## config.mk

```make
export PLATFORM = sky130hd
export DESIGN_NAME = srv6_dst_rewrite
export DESIGN_NICKNAME = d
export VERILOG_FILES = /design/src/rtl/srv6_dst_rewrite.sv
export SDC_FILE = /design/constraint.sdc
export NUM_CORES = 1
export LEC_CHECK = 0
export ABC_AREA = 1
export BUFFER_PORTS_ARGS = -buffer_cell sky130_fd_sc_hd__buf_2
export CAP_MARGIN = 20
export CORE_AREA = 4 4 208 210
export DETAILED_ROUTE_END_ITERATION = 12
export DIE_AREA = 0 0 212 214
export PLACE_DENSITY_LB_ADDON = 0.08
export SLEW_MARGIN = 30
export SYNTH_ARGS = -nofsm -noshare
export SYNTH_HDL_FRONTEND = slang
export SYNTH_SLANG_ARGS = --single-unit
```

## constraint.sdc

```tcl
create_clock -name clk -period 1.16 [get_ports clk]
set_input_delay 0.232 -clock clk [delete_from_list [all_inputs] [get_ports clk]]
set_output_delay 0.232 -clock clk [all_outputs]
set_load 0.005 [all_outputs]
```

## src/rtl/srv6_dst_rewrite.sv

```systemverilog
module srv6_dst_rewrite #(
  parameter int ADDR_W = 128,
  parameter int SL_W   = 8,
  parameter int REST_W = 64
) (
  input  logic              clk,
  input  logic              rst_n,
  input  logic              stage_en,
  input  logic              in_vld,
  input  logic              in_seg_vld,
  input  logic [ADDR_W-1:0] in_dst,
  input  logic [ADDR_W-1:0] in_last_seg,
  input  logic [SL_W-1:0]   in_seg_left,
  input  logic [REST_W-1:0] in_rest,
  output logic              out_vld,
  output logic              out_seg_vld,
  output logic [ADDR_W-1:0] out_dst,
  output logic [SL_W-1:0]   out_seg_left,
  output logic [REST_W-1:0] out_rest,
  output logic              out_err
);

  localparam logic [SL_W-1:0] SL_ONE = SL_W'(1);

  logic act, sl_zero;
  logic [SL_W-1:0] sl_next;

  assign act     = stage_en & in_seg_vld;
  assign sl_zero = (in_seg_left == '0);
  assign sl_next = (act && !sl_zero) ? in_seg_left - SL_ONE : in_seg_left;

  always_ff @(posedge clk) begin
    if (!rst_n) begin
      out_vld      <= 1'b0;
      out_seg_vld  <= 1'b0;
      out_dst      <= '0;
      out_seg_left <= '0;
      out_rest     <= '0;
      out_err      <= 1'b0;
    end else begin
      out_vld <= in_vld;
      if (in_vld) begin
        out_seg_vld  <= in_seg_vld;
        out_dst      <= act ? in_last_seg : in_dst;
        out_seg_left <= sl_next;
        out_rest     <= in_rest;
        out_err      <= act & sl_zero;
      end
    end
  end

  a_r2_latency: assert property (@(posedge clk) disable iff (!rst_n)
    1'b1 |=> out_vld == $past(in_vld));

  a_r3_copy_seg: assert property (@(posedge clk) disable iff (!rst_n)
    (in_vld && stage_en && in_seg_vld) |=> out_dst == $past(in_last_seg));

  a_r4_decrement: assert property (@(posedge clk) disable iff (!rst_n)
    (in_vld && stage_en && in_seg_vld && in_seg_left != '0)
      |=> (out_seg_left == $past(in_seg_left) - SL_ONE) && !out_err);

  a_r5_saturate: assert property (@(posedge clk) disable iff (!rst_n)
    (in_vld && stage_en && in_seg_vld && in_seg_left == '0)
      |=> out_seg_left == '0 && out_err);

  a_r6_r7_pass: assert property (@(posedge clk) disable iff (!rst_n)
    (in_vld && !(stage_en && in_seg_vld))
      |=> out_dst == $past(in_dst) && out_seg_left == $past(in_seg_left) && !out_err);

  a_r8_carry: assert property (@(posedge clk) disable iff (!rst_n)
    in_vld |=> out_rest == $past(in_rest) && out_seg_vld == $past(in_seg_vld));

  a_r9_hold: assert property (@(posedge clk) disable iff (!rst_n)
    !in_vld |=> $stable(out_dst) && $stable(out_seg_left) && $stable(out_rest)
                && $stable(out_err) && $stable(out_seg_vld));

endmodule

```

# ---- Yosys cells after proc, flatten, opt, wreduce, memory -nomap -nowiden
# Index checks and enable logic that the tools add are counted.
dict set report totals {
  reg_bits 203
  out_inout_bits 203
}
dict set report op_classes {
  add_sub_neg 1
  n_mux 2
  bitwise 2
  reduce_logical 3
}
# cell count
set ops {}
lappend ops {{$mux W128} 1}
lappend ops {{$logic_not A8 Y1} 1}
lappend ops {{$mux W8} 1}
lappend ops {{$sub A8 B1 Y8 const B} 1}
lappend ops {{$and A1 B1 Y1} 2}
lappend ops {{$logic_and A1 B1 Y1} 1}
lappend ops {{$logic_not A1 Y1} 1}

# ---- Logic depth before layout (Yosys ltp)
dict set report logic_depth {
  ltp_word 4
  depth_mapped 9
}

# ---- Worst setup path before layout
# Ideal clock, no wire load.
dict set report synth_timing {
  path_kind {input-to-reg}
  from {input in_seg_left[0]}
  to {register out_seg_left[1]}
  setup_time_ns 0.113
  arrival_ns 1.083
  setup_slack_ns -0.036
  path_stages 7
  n_path_buf 0
  cell_sequence {inv_1 ha_1 nand3_1 o21ai_4 nor2_1 o21ai_1 inv_1}
}
dict set report synth_via {
  elab_chain_len 4
  elab_cells_between_ends 5
  classes_between {add/sub: 1; mux: 1; reduce/logical: 3}
}
# element line
set synth_lines {}
lappend synth_lines {{start: declaration} 13} ;# input logic [SL_W-1:0] in_seg_left,
lappend synth_lines {{parallel branches: the longest is 3 deep, another holds $sub A8 B1 Y8} n/a}
lappend synth_lines {{$mux W8 *} 30} ;# assign sl_next = (act && !sl_zero) ? in_seg_left - SL_ONE : in_seg_left;
lappend synth_lines {{end signal: assignment} 45} ;# out_seg_left <= sl_next;
lappend synth_lines {{end: declaration} 18} ;# output logic [SL_W-1:0] out_seg_left,
# Mark *: on every way between the ends.
# A chain may end at the register's enable or synchronous reset.

# ---- Worst setup path after layout
dict set report layout_timing {
  from {register out_dst[116]}
  to {output out_dst[116]}
}
# element line
set layout_lines {}
lappend layout_lines {{start: declaration} 17} ;# output logic [ADDR_W-1:0] out_dst,
lappend layout_lines {{start signal: assignment} 44} ;# out_dst <= act ? in_last_seg : in_dst;
# No word-level cell between the ends.

==> impl_metrics.csv <==
group,metric,value,unit
outcome,status,"finished, violations left",
outcome,violations,"setup timing",
yosys,netlist_instances,1229,
min_path,min_from,"in_last_seg[43]",
critical_path,start_kind,"register",
timing,tightest_slew,0.325,ns
yosys,ys.flop_type,"dfxtp_1",
final_layout,final_area,15700,um2
final_layout,area_growth,76.2,%
route,wl_per_cell,16.4,um
yosys,synth_area,8890,um2
cts,clk_latency,0.53,ns
final_layout,n_fill_cell,4460,
cts,cts_tree,"done",
final_layout,fin_cells,2427,
critical_path,slowest_delay,0.35,ns
power,ir_drop,0.873,mV
critical_path,crit_fanout,2,
critical_path,crit_arrival,0.99,ns
global_route,grt_pass1_vias,10700,
timing,fmax,0.820,GHz
min_path,hold_depth,5,
cts,clockRootBuffer,"clkbuf_16",
route,drcViolationCount,0,
cts,clockBufferDepth,3,
yosys,synthTopCellsByCount,"nand2_1, dfxtp_1, nor2_1",
route,drt_iter0_markers,506,
timing,fin_hold_ws,0.0313,ns
yosys,yosysWarningCount,0,
floorplanning,start_util,21.4,%
final_layout,drive_gt1_share,46.5,%
timing,fin_ws,-0.0590,ns
floorplanning,row_count,75,
global_route,grt_pass1_wl,60.6,mm
critical_path,slowest_stage,"dfxtp_2",
critical_path,r2r_slack,0.36,ns
floorplanning,ios,536,
timing,timing.final.crit_share,105,%
timing,rsz0062_at_grt,"true",
timing,maxSlewViolCount,0,
final_layout,insertedDiodeCount,0,
placed_design,pre_cts_ws,-0.219,ns
cts,clock_sinks,203,
yosys,synth_area_leader_cell,"dfxtp_1",
yosys,synth_edf_count,0,
timing,finClkSkew,0,ns
floorplanning,die_area,45400,um2
route,route.vias.total,10300,
critical_path,required,0.93,ns
route,vias_per_cell,4.25,
floorplanning,fp.dieH,214,um
route,routed_wl,39.7,mm
run,drv_cap,0,
timing,slew-limit-headroom,78.3,%
yosys,ys_ff_latch,203,
final_layout,multi_input_area,3780,um2
floorplanning,core_area,41600,um2
global_route,grt_max_degree,64,
cts,cts_buffers,26,
min_path,hp-class,"input pin to register",
yosys,synthTopCellsByArea,"dfxtp_1, nand2_1, o211ai_1, nand3_1, nor2_1",
global_route,grt_usage,16.5,%
global_route,grt-ovfl-total,0,
final_layout,final_nets,2203,
power,cellLeakagePower,8.16,nW
placed_design,hpwl,29.9,mm
placed_design,post_dp_cell_area,12500,um2
yosys,async_flop_share,0,%
timing,period_needed,1.22,ns
critical_path,critPathTopFamily,"flip-flops",
critical_path,path_class,"register to output port",
yosys,synth.avg_cell_area,7.23,um2
timing,setup_viol,203,
timing,timing.final.hold_violations,0,
route,firstDrtPassIters,4,
cts,h-tree-depth,1,
floorplanning,die_w,212,um
power,powerDensity,1280,nW/um2
yosys,synth_cell_type_count,21,
yosys,yosysTopAreaCellShare,45.7,%
cts,clk_pin_slew,0.06,ns
timing,setup_tns,-7.15,ns
global_route,antenna_found_initial,0,
critical_path,worstPathCellList,"buf_6",
critical_path,r2r_end,"out_seg_left[1]",
min_path,min_to,"out_dst[43]",
placed_design,portBuffers,535,
final_layout,seqCellArea,4320,um2
critical_path,crit_path_end_kind,"output port",
yosys,ys_seq_area_share,45.7,%
yosys,syn-num-nets,1564,
placed_design,dpl.cell_count,2285,
route,ant_nets,0,
critical_path,rr_worst_depth,5,
critical_path,crit_buf_inv,1,
placed_design,globalplace.congestion,0.820,
critical_path,r2r-start,"out_seg_left[1]",
yosys,synth.most_common_cell,"nand2_1",
-- metrics by stage --
stage          total power, mW  utilization (%)
3_3_place_gp              11.0             30.1
2_1_floorplan             9.23                -
4_1_cts                   20.3             37.1
6_report                  20.0             37.7
3_5_place_dp              11.0             30.1
5_1_grt                   21.1             37.7
-- cell usage in the layout, fill, tap and decap left out --
master	n
bufinv_16	1
inv_4	1
clkbuf_1	6
nor2_4	1
buf_4	71
buf_2	360
xor2_1	1
nand2_2	1
nand4_1	2
nand2_1	293
nor2_2	3
nand2_4	1
clkinvlp_4	2
buf_12	16
o21ai_4	1
buf_6	174
nor2_1	145
inv_1	141
a31oi_1	1
nand3_1	138
ha_1	2
nand3_2	1
buf_8	1
clkinv_4	1
xnor2_1	2
o21ai_1	1
dlygate4sd3_1	83
clkbuf_16	27
clkbuf_8	9
inv_2	2
o21ai_0	67
clkinv_2	2
dfxtp_2	203
o211ai_1	128
-- layout make-up --
class | instances | area share (%)
Sequential cell | 203 | 27.6
Timing Repair Buffer | 705 | 34.9
Tap cell | 539 | 4.31
Clock buffer | 42 | 5.25
Inverter | 144 | 3.47
Multi-Input combinational cell | 788 | 24.1
Clock inverter | 6 | 0.407
-- metal layers --
metal	global-route usage (%)	vias up	routed length [um]	share of wire (%)
met2	29.3	363	19300	49
met5	0	-	0	0
li1	-	5241	-	-
met1	19.3	4663	16000	40
met4	3.65	0	857	2.2
met3	5.35	54	3520	8.9
-- where the power goes --
part	internal, mW	total, mW	switching, mW
Sequential	7.59	7.94	0.343
Combinational	2.13	3.82	1.69
Clock	5.05	8.26	3.21
Total	14.8	20.0	5.25
-- flip-flops by register name (all words and copies together), names as in the netlist --
signal,cells
out_rest,64
out_err,1
out_dst,128
out_seg_left,8
out_seg_vld,1
out_vld,1
-- repair_timing --
item                                   4_1_cts  5_1_grt
setup endpoints to repair                  203      203
hold buffers                                83        0
endpoints found under the hold margin       81        0
resized for setup                          341       43
buffers inserted                             9        2
-- cell families (layout without fill, tap and decap cells) --
| family | after synthesis | in the layout | share of synthesized area [%] |
|---|---|---|---|
| xor gates and xnor gates | 3 | 3 | 0.296 |
| AOI/OAI and AO/OA | 198 | 198 | 14.9 |
| and+or+nand+nor | 585 | 585 | 26.9 |
| buffers and inverters | 238 | 897 | 11.9 |
| DFF | 203 | 203 | 45.7 |
| adders and majority gates | 2 | 2 | 0.282 |
-- tightest hold or removal path, stage by stage --
cell and delay [ns]:
buf_2 0.07, nand2_1 0.04, nand3_1 0.06, o211ai_1 0.08
inv_1 0.05
-- worst max-delay path by stage --
stage	cells past startpoint	to	start	slack, ns
3_3_place_gp	8	out_seg_left[1]	in_seg_left[0]	-0.19
3_5_place_dp	8	out_seg_left[1]	in_seg_left[0]	-0.22
6_report	1	out_dst[116]	out_dst[116]	-0.06
2_1_floorplan	7	out_seg_left[1]	in_seg_left[0]	0.004
5_1_grt	1	out_dst[7]	out_dst[7]	-0.11
4_1_cts	1	out_dst[7]	out_dst[7]	-0.12
Power figures use the tool's default switching activity.
